<file path="config.mk">
export PLATFORM = sky130hd
export DESIGN_NAME = byte_cmd_loader
export DESIGN_NICKNAME = d
export VERILOG_FILES = /design/src/rtl/bcl_pkg.sv /design/src/rtl/bcl_cmd_decoder.sv /design/src/rtl/bcl_param_collector.sv /design/src/rtl/bcl_addr_walker.sv /design/src/rtl/byte_cmd_loader.sv
export SDC_FILE = /design/constraint.sdc
export NUM_CORES = 1
export LEC_CHECK = 0
export CORE_AREA = 2 2 100 102
export DETAILED_ROUTE_END_ITERATION = 7
export DIE_AREA = 0 0 102 104
export GPL_ROUTABILITY_DRIVEN = 0
export GPL_TIMING_DRIVEN = 0
export PLACE_DENSITY = 0.77
export SETUP_SLACK_MARGIN = 0.02
export SYNTH_ARGS = -nofsm -noshare
export SYNTH_HDL_FRONTEND = slang
export SYNTH_SLANG_ARGS = --single-unit
</file>
<file path="constraint.sdc">
create_clock -name clk -period 11.65 [get_ports clk]
set_clock_uncertainty 0.15 [all_clocks]
set_input_delay 2.33 -clock clk [delete_from_list [all_inputs] [get_ports clk]]
set_output_delay 2.33 -clock clk [all_outputs]
set_load 0.03 [all_outputs]
</file>
<file path="src/rtl/bcl_pkg.sv">
package bcl_pkg;

    typedef enum logic [1:0] {
        ST_IDLE,
        ST_PARAM,
        ST_WRITE,
        ST_READ
    } ldr_state_e;

    typedef enum logic [2:0] {
        CK_SETUP,
        CK_WRITE,
        CK_READ,
        CK_STOP,
        CK_BAD
    } cmd_kind_e;

    localparam logic [7:0] CODE_SETUP = 8'h01;
    localparam logic [7:0] CODE_WRITE = 8'h02;
    localparam logic [7:0] CODE_READ  = 8'h03;
    localparam logic [7:0] CODE_STOP  = 8'h04;

endpackage

</file>
<file path="src/rtl/bcl_cmd_decoder.sv">
module bcl_cmd_decoder
    import bcl_pkg::*;
#(
    parameter int BYTE_W = 8
) (
    input  logic [BYTE_W-1:0] code,
    output cmd_kind_e         kind
);

    always_comb begin
        case (code)
            BYTE_W'(CODE_SETUP): kind = CK_SETUP;
            BYTE_W'(CODE_WRITE): kind = CK_WRITE;
            BYTE_W'(CODE_READ):  kind = CK_READ;
            BYTE_W'(CODE_STOP):  kind = CK_STOP;
            default:             kind = CK_BAD;
        endcase
    end

endmodule

</file>
<file path="src/rtl/bcl_param_collector.sv">
module bcl_param_collector #(
    parameter int BYTE_W = 8,
    parameter int NBYTES = 6
) (
    input  logic                     clk,
    input  logic                     rst_n,
    input  logic                     clear,
    input  logic                     take,
    input  logic [BYTE_W-1:0]        din,
    output logic                     last,
    output logic [NBYTES*BYTE_W-1:0] full
);

    localparam int CNT_W = (NBYTES > 1) ? $clog2(NBYTES) : 1;
    localparam int HELD  = NBYTES - 1;

    logic [CNT_W-1:0]  cnt;
    logic [BYTE_W-1:0] stage [HELD];

    assign last = take && (cnt == CNT_W'(NBYTES - 1));

    always_ff @(posedge clk) begin
        if (!rst_n || clear) begin
            cnt <= '0;
        end else if (take) begin
            cnt <= last ? '0 : cnt + 1'b1;
        end
    end

    // stage[0] holds the newest byte, stage[HELD-1] the oldest
    genvar gi;
    generate
        for (gi = 0; gi < HELD; gi++) begin : g_stage
            always_ff @(posedge clk) begin
                if (!rst_n) begin
                    stage[gi] <= '0;
                end else if (take) begin
                    if (gi == 0) begin
                        stage[gi] <= din;
                    end else begin
                        stage[gi] <= stage[gi-1];
                    end
                end
            end
            assign full[(gi+2)*BYTE_W-1 -: BYTE_W] = stage[gi];
        end
    endgenerate

    assign full[BYTE_W-1:0] = din;

endmodule

</file>
<file path="src/rtl/bcl_addr_walker.sv">
module bcl_addr_walker #(
    parameter int ADDR_W    = 24,
    parameter int BURST_LEN = 8
) (
    input  logic              clk,
    input  logic              rst_n,
    input  logic              load,
    input  logic [ADDR_W-1:0] start_in,
    input  logic [ADDR_W-1:0] end_in,
    input  logic              begin_xfer,
    input  logic              beat,
    output logic [ADDR_W-1:0] word_addr,
    output logic              burst_end,
    output logic              last_burst,
    output logic              addr_step,
    output logic              xfer_done
);

    localparam int BEAT_W = (BURST_LEN > 1) ? $clog2(BURST_LEN) : 1;

    logic [BEAT_W-1:0] beat_cnt;
    logic [ADDR_W-1:0] end_addr;
    logic [ADDR_W:0]   reach;

    assign reach      = {1'b0, word_addr} + (ADDR_W+1)'(BURST_LEN);
    assign last_burst = reach > {1'b0, end_addr};
    assign burst_end  = beat && (beat_cnt == BEAT_W'(BURST_LEN - 1));

    always_ff @(posedge clk) begin
        if (!rst_n || begin_xfer) begin
            beat_cnt <= '0;
        end else if (beat) begin
            beat_cnt <= burst_end ? '0 : beat_cnt + 1'b1;
        end
    end

    always_ff @(posedge clk) begin
        if (!rst_n) begin
            word_addr <= '0;
            end_addr  <= '0;
        end else if (load) begin
            word_addr <= start_in;
            end_addr  <= end_in;
        end else if (burst_end && !last_burst) begin
            word_addr <= reach[ADDR_W-1:0];
        end
    end

    always_ff @(posedge clk) begin
        if (!rst_n) begin
            addr_step <= 1'b0;
            xfer_done <= 1'b0;
        end else begin
            addr_step <= burst_end && !last_burst;
            xfer_done <= burst_end && last_burst;
        end
    end

endmodule

</file>
<file path="src/rtl/byte_cmd_loader.sv">
module byte_cmd_loader
    import bcl_pkg::*;
#(
    parameter int BYTE_W     = 8,
    parameter int ADDR_BYTES = 3,
    parameter int BURST_LEN  = 8
) (
    input  logic                         clk,
    input  logic                         rst_n,
    input  logic [BYTE_W-1:0]            rx_byte,
    input  logic                         rx_stb,
    input  logic                         cmd_flag,
    output logic                         busy,
    output logic                         err,
    output logic                         wr_active,
    output logic                         rd_active,
    output logic [ADDR_BYTES*BYTE_W-1:0] word_addr,
    output logic                         addr_step,
    output logic                         xfer_done
);

    localparam int ADDR_W  = ADDR_BYTES * BYTE_W;
    localparam int NPARAMS = 2 * ADDR_BYTES;

    ldr_state_e state, state_nx;
    cmd_kind_e  kind;

    logic cmd_stb, data_stb, in_idle, in_xfer;
    logic accept_cmd, param_clear, param_take, param_last;
    logic begin_xfer, beat, burst_end, last_burst;
    logic [NPARAMS*BYTE_W-1:0] param_word;

    assign cmd_stb  = rx_stb && cmd_flag;
    assign data_stb = rx_stb && !cmd_flag;
    assign in_idle  = (state == ST_IDLE);
    assign in_xfer  = (state == ST_WRITE) || (state == ST_READ);

    assign accept_cmd  = in_idle && cmd_stb;
    assign param_clear = accept_cmd && (kind == CK_SETUP);
    assign param_take  = (state == ST_PARAM) && data_stb;
    assign begin_xfer  = accept_cmd && ((kind == CK_WRITE) || (kind == CK_READ));
    assign beat        = in_xfer && data_stb;

    bcl_cmd_decoder #(.BYTE_W(BYTE_W)) u_dec (
        .code (rx_byte),
        .kind (kind)
    );

    bcl_param_collector #(.BYTE_W(BYTE_W), .NBYTES(NPARAMS)) u_param (
        .clk   (clk),
        .rst_n (rst_n),
        .clear (param_clear),
        .take  (param_take),
        .din   (rx_byte),
        .last  (param_last),
        .full  (param_word)
    );

    bcl_addr_walker #(.ADDR_W(ADDR_W), .BURST_LEN(BURST_LEN)) u_walk (
        .clk        (clk),
        .rst_n      (rst_n),
        .load       (param_last),
        .start_in   (param_word[NPARAMS*BYTE_W-1 -: ADDR_W]),
        .end_in     (param_word[ADDR_W-1:0]),
        .begin_xfer (begin_xfer),
        .beat       (beat),
        .word_addr  (word_addr),
        .burst_end  (burst_end),
        .last_burst (last_burst),
        .addr_step  (addr_step),
        .xfer_done  (xfer_done)
    );

    // state register
    always_ff @(posedge clk) begin
        if (!rst_n) state <= ST_IDLE;
        else        state <= state_nx;
    end

    // transitions
    always_comb begin
        state_nx = state;
        unique case (state)
            ST_IDLE: begin
                if (cmd_stb) begin
                    case (kind)
                        CK_SETUP: state_nx = ST_PARAM;
                        CK_WRITE: state_nx = ST_WRITE;
                        CK_READ:  state_nx = ST_READ;
                        default:  state_nx = ST_IDLE;
                    endcase
                end
            end
            ST_PARAM: if (param_last) state_nx = ST_IDLE;
            ST_WRITE: if (burst_end && last_burst) state_nx = ST_IDLE;
            ST_READ:  if (burst_end && last_burst) state_nx = ST_IDLE;
        endcase
    end

    // outputs decoded from state
    always_comb begin
        busy      = 1'b1;
        wr_active = 1'b0;
        rd_active = 1'b0;
        unique case (state)
            ST_IDLE:  busy      = 1'b0;
            ST_PARAM: busy      = 1'b1;
            ST_WRITE: wr_active = 1'b1;
            ST_READ:  rd_active = 1'b1;
        endcase
    end

    // error status
    always_ff @(posedge clk) begin
        if (!rst_n)          err <= 1'b0;
        else if (accept_cmd) err <= (kind == CK_BAD);
    end

endmodule

</file>
==> results_dict.tcl <==
set metrics [dict create \
    critPathArrivalTime_ns 5.03 \
    area_growth_pct 14.6 \
    fmax_mhz 202 \
    grt_pass1_vias 4274 \
    hpwlAfterDp_um 10400 \
    cp_max_fo 10 \
    period_minus_slack_ns 4.94 \
    wl_met1_um 5720 \
    initial_core_util_pct 54.0 \
    required_ns 11.74 \
    fp.dieW_um 102 \
    grt_max_degree 41 \
    synth-edff-count 40 \
    cts_tree "done" \
    ys_seq_area_share_pct 46.2 \
    wl_met2_um 6510 \
    placedCellCount 738 \
    core-area_sq_mm 0.00955 \
    clk_pin_slew_ns 0.10 \
    cp_num_buf_inv 3 \
    cts_resized 0 \
    critPathMaxStageDelay_ns 0.51 \
    nets 657 \
    slew_headroom_pct 37.5 \
    synth_nets 606 \
    synth.avg_cell_area_sq_um 9.13 \
    io_pins 42 \
    max-vdd-ir-drop_uv 67.6 \
    yosysTopAreaCell "edfxtp_1" \
    power_leakage_nw 2.33 \
    clkLatencyLatePin_ns 0.38 \
    cts_sinks 99 \
    grt_usage_pct 26.5 \
    cts_buffers 9 \
    worst_hold_slack_ns 0.311 \
    drtAntennaViolNets 0 \
    critPathLaunchType "input pin" \
    root_buffer "clkbuf_8" \
    finalSetupViolCount 0 \
    drv_slew 0 \
    yosys.area.top_type_share_pct 23.3 \
    crit_slowest_cell "clkdlybuf4s50_1" \
    r2r-start "u_walk.word_addr[3]$_SDFFE_PN0P_" \
    synth_cells 565 \
    synthTopCellsByArea "edfxtp_1 23%, dfxtp_1 23%, ha_1 7.0%, and3_1 6.4%, nand2_1 5.8%" \
    crit_chain "clkdlybuf4s50_1, nor4bb_1, clkbuf_1, nand3_1, clkbuf_1, o21ai_0, a31oi_1" \
    hold_path.class "reg2reg" \
    die_area_sq_mm 0.0106 \
    fin_cells 754 \
    critical_path.top_delay_family "buffers and inverters" \
    drv_cap 0 \
    vias 4444 \
    async_flop_share_pct 0 \
    worstSetupPathType "in2reg" \
    endpoint_kind "flop" \
    status "finished clean" \
    drive_gt1_share_pct 4.99 \
    htreeDepth 3 \
    final-hold-violation-count 0 \
    dr.first_iter.drc_count 492 \
    cp_common_cell "clkbuf_1" \
    dr_wl_met3_um 946 \
    layout_setup_ws_ns 6.71 \
    tns_ns 0 \
    die_y_um 104 \
    drc 0 \
    synth.distinct_cells 53 \
    p_per_area_mw_per_mm2 101 \
    top_layer "met4" \
    post-route-period-util_pct 42.4 \
    final_common_cell "nand2_1" \
    synthesis.area_sq_mm 0.00516 \
    routed_wl_um 13600 \
    rsz0062_at_grt "no" \
    drt_first_pass_iters 5 \
    diodes 0 \
    via_per_inst 5.89 \
    worstSetupStartpoint "rx_stb" \
    place_ws_ns 6.38 \
    postCtsHoldBufs 0 \
    cts_buffer_depth 2 \
    synth_seq_cells 99 \
    numPortBuffers 40 \
    grt_antenna_before_repair 0 \
    min_from "u_walk.end_addr[22]$_SDFFE_PN0P_" \
    grt_overflow 0 \
    yosysWarnings 0 \
    grt_pass1_wl_um 21400 \
    rows 36 \
    wl_per_cell_um 18.0 \
    ys.flop_type "dfxtp_1" \
    tightest_slew_ns 0.938 \
    post_cts_buffers 0 \
    final_cell_mix "80 x nand2_1, 59 x dfxtp_1, 53 x and3_1" \
]
-- path summary, 6_finish.rpt --
| check | to | slack [ns] | cells past startpoint |
|---|---|---|---|
| setup reg to reg | u_walk.word_addr[8]$_SDFFE_PN0P_ | 6.87 | 17 |
| hold reg to reg | u_walk.end_addr[22]$_SDFFE_PN0P_ | 0.31 | 2 |
| hold / removal | u_walk.end_addr[22]$_SDFFE_PN0P_ | 0.31 | 2 |
| setup / recovery | u_walk.word_addr[21]$_SDFFE_PN0P_ | 6.71 | 7 |
-- worst min-delay path: cells and delay by family (launching register included) --
kind	cells	cell delay [ns]
AOI/OAI and AO/OA	1	0.05
and+or+nand+nor	1	0.05
DFF	1	0.32
-- cell families after synthesis --
| logic type | share of synthesized area [%] |
|---|---|
| AND/OR/NAND/NOR | 23.8 |
| AO/OA/AOI/OAI | 13.3 |
| flip-flops | 46.2 |
| buffers and inverters | 5.58 |
| adder cells (fa/ha/maj) | 7.03 |
| XOR/XNOR | 3.74 |
| multiplexers | 0.388 |
-- synth_stat cells (7+ instances only) --
cell type	number
o211ai_1	7
o21ai_0	10
dfxtp_1	59
nand4_1	8
nand2b_1	10
and3_1	53
nor2_1	26
nor3_1	10
inv_1	33
nand3_1	25
xnor2_1	17
ha_1	29
buf_2	8
o311a_1	7
edfxtp_1	40
clkbuf_1	27
a21oi_1	41
nand2_1	80
-- per-layer routing --
layer | vias up | track usage [%]
li1 | 2126 | -
met1 | 2111 | 35.0
met2 | 181 | 43.0
met3 | 26 | 4.03
met4 | 0 | 11.0
met5 | - | 0
-- report_power, final --
group	internal [W]	switching [W]
Combinational	0.00000585	0.0000135
Clock	0.0000818	0.000130
Sequential	0.000364	0.00000325
-- through the flow --
| stage | area [sq um] | total power, W | util [%] |
|---|---|---|---|
| after floorplan | 5160 | 0.000383 | - |
| after global placement | 5730 | 0.000394 | 60.0 |
| after detailed placement | 5730 | 0.000395 | 60.0 |
| after CTS | 5910 | 0.000602 | 61.9 |
| after global routing | 5910 | 0.000617 | 61.9 |
| final | 5910 | 0.000599 | 61.9 |
-- layout make-up --
type / instances / area [sq um]
clock buffers: 9 / 124
multi-input cells: 395 / 2490
clock inverters: 7 / 60.1
repair buffers: 40 / 400
fillers: 841 / 3640
well taps: 133 / 166
plain buffers: 38 / 164
flip-flops and latches: 99 / 2380
inverters: 33 / 124
-- registers in the layout, summed over array words and instances (netlist names) --
register,count
u_param.stage,40
u_walk.end_addr,24
u_walk.word_addr,24
u_param.cnt,3
u_walk.beat_cnt,3
state,2
err,1
u_walk.addr_step,1
u_walk.xfer_done,1
Note: power is estimated with default switching activity, not from simulation.
